<file path="config.mk">
export PLATFORM = sky130hd
export DESIGN_NAME = spi_buf_slave
export DESIGN_NICKNAME = d
export VERILOG_FILES = /design/src/rtl/spi_buf_pkg.sv /design/src/rtl/spi_buf_sync.sv /design/src/rtl/spi_buf_frontend.sv /design/src/rtl/spi_buf_shifter.sv /design/src/rtl/spi_buf_txhold.sv /design/src/rtl/spi_buf_flags.sv /design/src/rtl/spi_buf_slave.sv
export SDC_FILE = /design/constraint.sdc
export NUM_CORES = 1
export LEC_CHECK = 0
export BUFFER_PORTS_ARGS = -buffer_cell sky130_fd_sc_hd__buf_2
export CELL_PAD_IN_SITES_DETAIL_PLACEMENT = 0
export CELL_PAD_IN_SITES_GLOBAL_PLACEMENT = 1
export CORE_ASPECT_RATIO = 2
export CORE_MARGIN = 2
export CORE_UTILIZATION = 38
export DETAILED_ROUTE_END_ITERATION = 8
export PLACE_DENSITY_LB_ADDON = 0.15
export SLEW_MARGIN = 20
export SYNTH_ARGS = -nofsm -noshare
export SYNTH_HDL_FRONTEND = slang
export SYNTH_SLANG_ARGS = --single-unit
</file>
<file path="constraint.sdc">
create_clock -name clk -period 1.5 [get_ports clk]
set_clock_uncertainty 0.2 [all_clocks]
set_input_delay 0.075 -clock clk [delete_from_list [all_inputs] [get_ports clk]]
set_output_delay 0.075 -clock clk [all_outputs]
set_load 0.005 [all_outputs]
</file>
<file path="src/rtl/spi_buf_pkg.sv">
// Shared types for the buffered SPI slave.
package spi_buf_pkg;
    // Synchronised pin events delivered by the front end to the datapath.
    typedef struct packed {
        logic sck_rise;
        logic sck_fall;
        logic ss_idle;
        logic mosi;
    } spi_pins_t;
endpackage

</file>
<file path="src/rtl/spi_buf_sync.sv">
// Multi-stage synchroniser for a vector of asynchronous inputs.
// Assumes each bit is independent; RESET_VAL gives each bit's idle level.
module spi_buf_sync #(
    parameter int unsigned WIDTH  = 3,
    parameter int unsigned STAGES = 2,
    parameter logic [WIDTH-1:0] RESET_VAL = '0
) (
    input  logic             clk,
    input  logic             rst_n,
    input  logic [WIDTH-1:0] async_i,
    output logic [WIDTH-1:0] sync_o
);
    logic [WIDTH-1:0] stage_q [STAGES];

    for (genvar s = 0; s < STAGES; s++) begin : g_stage
        if (s == 0) begin : g_first
            // First stage captures the raw input.
            always_ff @(posedge clk) begin
                if (!rst_n) stage_q[s] <= RESET_VAL;
                else        stage_q[s] <= async_i;
            end
        end else begin : g_next
            // Later stages resolve metastability.
            always_ff @(posedge clk) begin
                if (!rst_n) stage_q[s] <= RESET_VAL;
                else        stage_q[s] <= stage_q[s-1];
            end
        end
    end

    assign sync_o = stage_q[STAGES-1];
endmodule

</file>
<file path="src/rtl/spi_buf_frontend.sv">
// Synchronises SCK, select and MOSI and turns SCK into single-cycle
// edge events. Assumes SCK is slower than a quarter of the system clock.
module spi_buf_frontend
    import spi_buf_pkg::*;
#(
    parameter int unsigned SYNC_STAGES = 2
) (
    input  logic      clk,
    input  logic      rst_n,
    input  logic      sck_i,
    input  logic      ss_n_i,
    input  logic      mosi_i,
    output spi_pins_t pins_o
);
    logic [2:0] raw;
    logic [2:0] synced;
    logic       sck_prev_q;

    assign raw = {sck_i, ss_n_i, mosi_i};

    spi_buf_sync #(
        .WIDTH    (3),
        .STAGES   (SYNC_STAGES),
        .RESET_VAL(3'b010)
    ) u_sync (
        .clk    (clk),
        .rst_n  (rst_n),
        .async_i(raw),
        .sync_o (synced)
    );

    // Remember the previous synchronised SCK level for edge detection.
    always_ff @(posedge clk) begin
        if (!rst_n) sck_prev_q <= 1'b0;
        else        sck_prev_q <= synced[2];
    end

    // Build the event bundle.
    always_comb begin
        pins_o.sck_rise = synced[2] & ~sck_prev_q;
        pins_o.sck_fall = ~synced[2] & sck_prev_q;
        pins_o.ss_idle  = synced[1];
        pins_o.mosi     = synced[0];
    end
endmodule

</file>
<file path="src/rtl/spi_buf_shifter.sv">
// Bit counter plus transmit and receive shift registers, SPI mode 0,
// MSB first. A load request takes priority over shifting; loads only
// occur at byte end or while idle, so they never meet a falling edge.
module spi_buf_shifter
    import spi_buf_pkg::*;
#(
    parameter int unsigned DATA_W = 8
) (
    input  logic              clk,
    input  logic              rst_n,
    input  spi_pins_t         pins,
    input  logic              load_en,
    input  logic [DATA_W-1:0] load_data,
    output logic              miso,
    output logic              byte_done,
    output logic [DATA_W-1:0] rx_byte
);
    localparam int unsigned CNT_W = (DATA_W > 1) ? $clog2(DATA_W) : 1;
    localparam logic [CNT_W-1:0] LAST = CNT_W'(DATA_W - 1);

    logic [CNT_W-1:0]  cnt_q;
    logic [DATA_W-1:0] tx_q;
    logic [DATA_W-1:0] rx_q;
    logic              active;

    assign active    = ~pins.ss_idle;
    assign byte_done = active & pins.sck_rise & (cnt_q == LAST);

    // Count rising edges; an idle select abandons any partial byte.
    always_ff @(posedge clk) begin
        if (!rst_n)             cnt_q <= '0;
        else if (!active)       cnt_q <= '0;
        else if (pins.sck_rise) cnt_q <= (cnt_q == LAST) ? '0 : cnt_q + 1'b1;
    end

    // Transmit register: load, or shift left after each non-final bit.
    always_ff @(posedge clk) begin
        if (!rst_n)
            tx_q <= '0;
        else if (load_en)
            tx_q <= load_data;
        else if (active && pins.sck_fall && cnt_q != '0)
            tx_q <= {tx_q[DATA_W-2:0], 1'b0};
    end

    // Receive register: sample MOSI on every rising edge while selected.
    always_ff @(posedge clk) begin
        if (!rst_n)                       rx_q <= '0;
        else if (active && pins.sck_rise) rx_q <= {rx_q[DATA_W-2:0], pins.mosi};
    end

    assign miso    = tx_q[DATA_W-1];
    assign rx_byte = rx_q;
endmodule

</file>
<file path="src/rtl/spi_buf_txhold.sv">
// Single-entry transmit holding buffer. Writes into a full buffer are
// dropped. Decides when the buffer is copied into the shift register:
// at each byte end, or while idle when the preload start is selected.
module spi_buf_txhold #(
    parameter int unsigned DATA_W = 8
) (
    input  logic              clk,
    input  logic              rst_n,
    input  logic              cfg_wait_rx,
    input  logic              wr_en,
    input  logic [DATA_W-1:0] wr_data,
    input  logic              ss_idle,
    input  logic              byte_done,
    output logic              load_en,
    output logic [DATA_W-1:0] hold_q,
    output logic              full_q,
    output logic              loaded_q,
    output logic              done_clean
);
    logic accept;
    logic preload;
    logic copy_at_end;

    assign accept      = wr_en & ~full_q;
    assign preload     = cfg_wait_rx & ss_idle & full_q & ~loaded_q;
    assign copy_at_end = byte_done & full_q;
    assign load_en     = preload | copy_at_end;
    assign done_clean  = byte_done & ~full_q;

    // Store accepted write data.
    always_ff @(posedge clk) begin
        if (!rst_n)      hold_q <= '0;
        else if (accept) hold_q <= wr_data;
    end

    // Occupancy: set by an accepted write, cleared by a copy-out.
    always_ff @(posedge clk) begin
        if (!rst_n)       full_q <= 1'b0;
        else if (accept)  full_q <= 1'b1;
        else if (load_en) full_q <= 1'b0;
    end

    // Track whether the shift register holds user data not yet sent.
    always_ff @(posedge clk) begin
        if (!rst_n)         loaded_q <= 1'b0;
        else if (load_en)   loaded_q <= 1'b1;
        else if (byte_done) loaded_q <= 1'b0;
    end
endmodule

</file>
<file path="src/rtl/spi_buf_flags.sv">
// Receive-complete and transfer-complete sequencing with
// write-one-to-clear strobes, plus the received-byte register.
module spi_buf_flags #(
    parameter int unsigned DATA_W = 8
) (
    input  logic              clk,
    input  logic              rst_n,
    input  logic              byte_done,
    input  logic              done_clean,
    input  logic [DATA_W-1:0] rx_byte,
    input  logic              clr_rxc,
    input  logic              clr_txc,
    output logic              rxc_q,
    output logic              txc_q,
    output logic [DATA_W-1:0] rx_data_q
);
    logic done_d1_q;
    logic done_d2_q;
    logic clean_d1_q;
    logic clean_d2_q;

    // Two-stage delay line from byte end to the flag set points.
    always_ff @(posedge clk) begin
        if (!rst_n) begin
            done_d1_q  <= 1'b0;
            done_d2_q  <= 1'b0;
            clean_d1_q <= 1'b0;
            clean_d2_q <= 1'b0;
        end else begin
            done_d1_q  <= byte_done;
            done_d2_q  <= done_d1_q;
            clean_d1_q <= done_clean;
            clean_d2_q <= clean_d1_q;
        end
    end

    // Receive-complete: set one cycle after byte end, set beats clear.
    always_ff @(posedge clk) begin
        if (!rst_n)         rxc_q <= 1'b0;
        else if (done_d1_q) rxc_q <= 1'b1;
        else if (clr_rxc)   rxc_q <= 1'b0;
    end

    // Capture the received byte together with receive-complete.
    always_ff @(posedge clk) begin
        if (!rst_n)         rx_data_q <= '0;
        else if (done_d1_q) rx_data_q <= rx_byte;
    end

    // Transfer-complete: one cycle after receive-complete if nothing pends.
    always_ff @(posedge clk) begin
        if (!rst_n)                        txc_q <= 1'b0;
        else if (done_d2_q && clean_d2_q)  txc_q <= 1'b1;
        else if (clr_txc)                  txc_q <= 1'b0;
    end
endmodule

</file>
<file path="src/rtl/spi_buf_slave.sv">
// Top level of the buffered SPI slave transmit path. Connects the pin
// front end, the shifter, the holding buffer and the flag sequencer.
// Assumes SCK runs well below a quarter of the system clock.
module spi_buf_slave
    import spi_buf_pkg::*;
#(
    parameter int unsigned DATA_W      = 8,
    parameter int unsigned SYNC_STAGES = 2
) (
    input  logic              clk,
    input  logic              rst_n,
    input  logic              cfg_wait_rx,
    input  logic              wr_en,
    input  logic [DATA_W-1:0] wr_data,
    input  logic              clr_rxc,
    input  logic              clr_txc,
    input  logic              sck_i,
    input  logic              ss_n_i,
    input  logic              mosi_i,
    output logic              miso_o,
    output logic              miso_oe,
    output logic              flag_dre,
    output logic              flag_rxc,
    output logic              flag_txc,
    output logic [DATA_W-1:0] rx_data
);
    spi_pins_t         pins;
    logic              ss_idle;
    logic              byte_done;
    logic              load_en;
    logic [DATA_W-1:0] hold_q;
    logic              full_q;
    logic              loaded_q;
    logic              done_clean;
    logic [DATA_W-1:0] rx_byte;

    spi_buf_frontend #(.SYNC_STAGES(SYNC_STAGES)) u_front (
        .clk   (clk),
        .rst_n (rst_n),
        .sck_i (sck_i),
        .ss_n_i(ss_n_i),
        .mosi_i(mosi_i),
        .pins_o(pins)
    );

    assign ss_idle = pins.ss_idle;

    spi_buf_shifter #(.DATA_W(DATA_W)) u_shift (
        .clk      (clk),
        .rst_n    (rst_n),
        .pins     (pins),
        .load_en  (load_en),
        .load_data(hold_q),
        .miso     (miso_o),
        .byte_done(byte_done),
        .rx_byte  (rx_byte)
    );

    spi_buf_txhold #(.DATA_W(DATA_W)) u_hold (
        .clk        (clk),
        .rst_n      (rst_n),
        .cfg_wait_rx(cfg_wait_rx),
        .wr_en      (wr_en),
        .wr_data    (wr_data),
        .ss_idle    (ss_idle),
        .byte_done  (byte_done),
        .load_en    (load_en),
        .hold_q     (hold_q),
        .full_q     (full_q),
        .loaded_q   (loaded_q),
        .done_clean (done_clean)
    );

    spi_buf_flags #(.DATA_W(DATA_W)) u_flags (
        .clk       (clk),
        .rst_n     (rst_n),
        .byte_done (byte_done),
        .done_clean(done_clean),
        .rx_byte   (rx_byte),
        .clr_rxc   (clr_rxc),
        .clr_txc   (clr_txc),
        .rxc_q     (flag_rxc),
        .txc_q     (flag_txc),
        .rx_data_q (rx_data)
    );

    assign flag_dre = ~full_q;
    assign miso_oe  = ~ss_idle;
endmodule

</file>
* After elaboration in Yosys (flattened, before gate mapping)
Memory sizes are Yosys's and may differ from the RTL's. Cells that the tools add are included.
Word-level totals: word-level logic and storage cells 62, memories 1, bits of input ports 17, latch bits 0, RAM bits 6, output and inout bits 13, register bits after elaboration 44, memory bits (read-only) 0
Memory list:
- u_front.u_sync.stage_q | words 2, bits a word 3, read ports 2, clocked after Yosys merged registers in 0, wr ports 2, line spi_buf_sync.sv:13 | logic [WIDTH-1:0] stage_q [STAGES];
Cells by class: mux-type cells 15, bitwise logic cells 19, reductions and logical operators 11, div/mod/pow operators 0, $add $sub $neg 1, magnitude comparators 0, eq/ne operators 1, shift-type cells 0, multipliers 0
Operators with widths (count):
- $mux W8 | 2
- $and A1 B1 Y1 | 10
- $mux W1 | 10
- $reduce_bool A2 Y1 | 5
- $mux W3 | 3
- $not A1 Y1 | 6
- $logic_and A1 B1 Y1 | 4
- $add A3 B1 Y3 const B | 1
- $eq A3 B3 Y1 const B | 1
- $or A1 B1 Y1 | 3
- $reduce_bool A3 Y1 | 1
- $reduce_or A2 Y1 | 1

* Depth between registers and ports, before layout
depth in word-level cells 8, mapped depth 7, gate-level depth less buffers 6

* Hierarchy
Synthesis repeated with hierarchy kept, for this count alone.
Second synthesis, totals: cells, all modules 200, area, all modules 1948.1 sq um
By module, submodules not included:
- spi_buf_shifter | sequential area each 380.4 sq um, cells an instance 103, area each 874.6 sq um, instances 1
- spi_buf_flags | sequential area each 280.3 sq um, cells an instance 41, area each 484.2 sq um, instances 1
- spi_buf_txhold | sequential area each 200.2 sq um, cells an instance 38, area each 385.4 sq um, instances 1
- spi_buf_sync | sequential area each 120.1 sq um, cells an instance 12, area each 157.7 sq um, instances 1
- spi_buf_frontend | sequential area each 20.0 sq um, cells an instance 4, area each 38.8 sq um, instances 1
- spi_buf_slave | sequential area each 0.0 sq um, cells an instance 2, area each 7.5 sq um, instances 1

* Least setup slack after synthesis
OpenSTA, ideal clock, no wires.
path kind register -> register, start point reg u_shift.cnt_q[0], end point reg u_shift.tx_q[6], stages on the path, launching flop included 8, path buffers 1, path slack -161 ps, required time 1234 ps, clock period less this slack 1661 ps, setup time 66 ps, arrival 1395 ps, path through dfxtp_1 ha_1 ha_1 and4bb_4 o21ai_4 buf_6 o21ai_2 a21oi_2
Between the ends: cells in the longest elaborated chain, start to end 5, elaborated cells on any way between the ends 8, those cells by class 1 x eq/ne; 1 x mux; 3 x bitwise; 3 x reduce/logical
Ends and longest elaborated chain:
- start, declared | line spi_buf_shifter.sv:21 | logic [CNT_W-1:0] cnt_q;
- start signal, assigned | line spi_buf_shifter.sv:33 | else if (pins.sck_rise) cnt_q <= (cnt_q == LAST) ? '0 : cnt_q + 1'b1;
- $eq A3 B3 Y1 | line spi_buf_shifter.sv:27 | assign byte_done = active & pins.sck_rise & (cnt_q == LAST);
- $and A1 B1 Y1 | line spi_buf_shifter.sv:27
- $and A1 B1 Y1 | line spi_buf_txhold.sv:26 | assign copy_at_end = byte_done & full_q;
- $or A1 B1 Y1 | line spi_buf_txhold.sv:27 | assign load_en = preload | copy_at_end;
- $mux W8 or $reduce_bool A2 Y1 (tied branches)
- end signal, assigned | line spi_buf_shifter.sv:41 | tx_q <= load_data;
- end signal, assigned | line spi_buf_shifter.sv:43 | tx_q <= {tx_q[DATA_W-2:0], 1'b0};
- end, declared | line spi_buf_shifter.sv:22 | logic [DATA_W-1:0] tx_q;
Parallel ways exist; a longest one is shown, timed or not. A chain may end at the register's enable or synchronous reset.

* Worst setup path in the final report
start point reg u_shift.cnt_q[1], end point reg u_shift.tx_q[7]
The elaborated chain is that of the path after synthesis.

==> impl_metrics.tcl <==
set metrics [dict create \
    wl_met1_um 1321 \
    hpwl_um 2431 \
    met2_length_um 1915 \
    syn-mean-instance-area_um2 10.32 \
    die_h_um 104.2 \
    max_slew.worst_pin.slew_ns 0.3366 \
    top_layer_used "met4" \
    htreeDepth 2 \
    grt_pass1_wl_um 5899 \
    final_cell_mix "48 x dfxtp_1, 29 x buf_2, 24 x mux2i_1" \
    p_seq_frac 0.583 \
    firstDrtPassIters 4 \
    wl_per_cell_um 11.48 \
    numClockSinks 50 \
    diodes 0 \
    hp-class "input port to register" \
    num_vias 1381 \
    intPower_mw 1.852 \
    layout_commonest_cell "dfxtp_1" \
    rsz0062_at_grt "true" \
    globalplace.congestion 0.7188 \
    pin_count 30 \
    start_util 0.3925 \
    hold_depth 3 \
    worstPathArrival_ns 1.68 \
    die-area_mm2 0.005642 \
    fillerInstances 458 \
    period_minus_slack_ns 1.644 \
    grt_pass1_vias 1422 \
    max_stage_delay_ns 0.35 \
    cp_max_fo 14 \
    clkLatencyLatePin_ns 0.30 \
    crit_path_top_delay_cell "dfxtp_2" \
    rows 36 \
    io_buffers 29 \
    max-slew-margin-rel 0.7754 \
    path_buf_inv 1 \
    fin_crit_sh 1.096 \
    synth_seq_cells 50 \
    yosys_warnings 0 \
    die_w_um 54.12 \
    drt_iter0_markers 17 \
    yosysTopAreaCell "dfxtp_1" \
    fin_area_mm2 0.002499 \
    hold_violations 0 \
    synthCells 185 \
    peakVddDrop_mv 0.5640 \
    crit_path_end_kind "register" \
    track_usage 0.1407 \
    drive_gt1_frac 0.2448 \
    finalMaxSlewViolations 0 \
    yosysTopAreaCellShare 0.5242 \
    cp-start-kind "register" \
    seq_area_frac_synth 0.5242 \
    ant_nets 0 \
    comb_power_share 0.082 \
    leakagePower_nw 1.058 \
    cts_made_buffers 5 \
    postCtsSetupBuffers 0 \
    synthToLayoutAreaGrowth_pct 30.87 \
    core_area_mm2 0.004865 \
    worst-setup-path-type "register to register" \
    drcViolationCount 0 \
    fmax_ghz 0.6081 \
    antenna_found_initial 0 \
    path_delay_family "compound AO/OA/AOI/OAI gates" \
    clkSlewWorstSetupHoldPaths_ns 0.09 \
    finalWirelength_um 3420 \
    viasPerCell 4.634 \
    p_switching_mw 0.5215 \
    synth_fp_nets 205 \
    pwr_density_cell_mw_per_mm2 950.0 \
    ys_top_cells_by_area "dfxtp_1 52%, mux2i_1 13%, nor2b_1 5.9%" \
    status "finished, violations left" \
    cts_tree "yes" \
    power_frac_clock 0.334 \
    grt_overflow 0 \
    setup_ws_ns -0.1444 \
    grt_max_degree 49 \
    rr_worst_depth 7 \
    synthesis.area_mm2 0.001909 \
    p_sw_frac 0.2197 \
    cp_data_required_time_ns 1.54 \
    wl_met3_um 97 \
    place_area_mm2 0.002247 \
    clock_path_buffers 2 \
    ys_types 27 \
    path_common_cell "ha_4" \
    nets 260 \
    drv_cap 0 \
    finalSetupViolCount 10 \
    path_cells "ha_4 -> ha_4 -> and4bb_4 -> o21ai_4 -> buf_12 -> o21ai_0 -> a21oi_1" \
    ctsRootBufferMaster "clkbuf_8" \
    worstSetupPathDepth 7 \
    setup_tns_ns -1.145 \
    violations "negative setup slack" \
]
[kinds of logic (layout without fill, tap and decap cells)]
logic type,after synthesis,in the layout,synth area share
buffers and inverters,15,71,0.03538
adders and majority gates,3,3,0.01966
and+or+nand+nor,55,55,0.1671
AOI/OAI and AO/OA,38,38,0.1278
muxes,24,24,0.1258
DFF,50,50,0.5242
[path summary, 6_finish.rpt]
kind / startpoint / to / slack [ns]
hold reg to reg: u_front.u_sync.stage_q[0][1] / u_front.u_sync.stage_q[1][1] / 0.21
setup / recovery: u_shift.cnt_q[1] / u_shift.tx_q[7] / -0.14
setup reg to reg: u_shift.cnt_q[1] / u_shift.tx_q[7] / -0.14
hold / removal: rst_n / u_flags.rxc_q / 0.009
[tightest hold or removal path: cells and delay by family]
family          cells  cell delay (ns)
buf+inv             2             0.27
compound gates      1             0.12
[power groups by stage]
stage          registers, mW  clock network (mW)  logic [mW]
6_report                1.38               0.794       0.195
5_1_grt                 1.39               0.873       0.217
4_1_cts                 1.39               0.826       0.199
3_5_place_dp            1.42                   0       0.166
3_3_place_gp            1.42                   0       0.161
2_1_floorplan           1.41                   0       0.107
[cells in the mapped netlist]
cell / instances
a21boi_0: 10
a21oi_1: 8
a21oi_2: 1
and2_1: 8
and3_1: 2
and3b_1: 1
and4bb_4: 1
buf_1: 1
buf_2: 3
buf_6: 1
clkbuf_1: 5
dfxtp_1: 50
ha_1: 3
inv_1: 5
mux2i_1: 24
nand2_1: 10
nand2b_1: 6
nand3_2: 1
nor2_1: 6
nor2_2: 1
nor2b_1: 18
nor3_1: 1
o211a_1: 1
o21a_1: 2
o21ai_0: 14
o21ai_2: 1
o21ai_4: 1
[repair_timing]
action | 4_1_cts | 5_1_grt
hold buffers | 16 | 0
resized for setup | 2 | 0
setup endpoints to repair | 10 | 10
hold endpoints to repair | 15 | 0
[area by class of cell]
cell class,instances,area (um^2),share of cell area
sequential,50,1003,0.4016
multi-input combinational,120,873.3,0.3495
timing repair buffer,58,440.4,0.1763
clock buffer,7,86.33,0.03455
tap,57,71.32,0.02854
inverter,5,18.77,0.007511
clock inverter,1,5.005,0.002003
[state kept, by name, indices dropped and copies added, names as in the netlist, 3 cells and up]
name / cells
u_hold.hold_q: 8
u_shift.tx_q: 8
u_shift.cnt_q: 3
u_front.u_sync.stage_q: 6
u_shift.rx_byte: 8
u_flags.rx_data_q: 8
[per-layer routing]
| metal | up-vias | track usage |
|---|---|---|
| met5 | - | 0 |
| met4 | 0 | 0.08036 |
| met3 | 5 | 0.03017 |
| met2 | 22 | 0.2565 |
| met1 | 629 | 0.1304 |
| li1 | 725 | - |
[metrics by stage]
step | hold slack (ns) | setup slack (ns) | utilization | instances | total power, mW
floorplan | -0.02353 | -0.06500 | - | 185 | 1.519
global placement | 0.06593 | -0.09552 | 0.4619 | 274 | 1.578
detailed placement | 0.07061 | -0.1318 | 0.4619 | 274 | 1.583
CTS | 0.009874 | -0.1609 | 0.5136 | 298 | 2.411
global route | 0.01351 | -0.2529 | 0.5136 | 298 | 2.481
finish | 0.009042 | -0.1444 | 0.5136 | 298 | 2.374
Power figures use the tool's default switching activity.
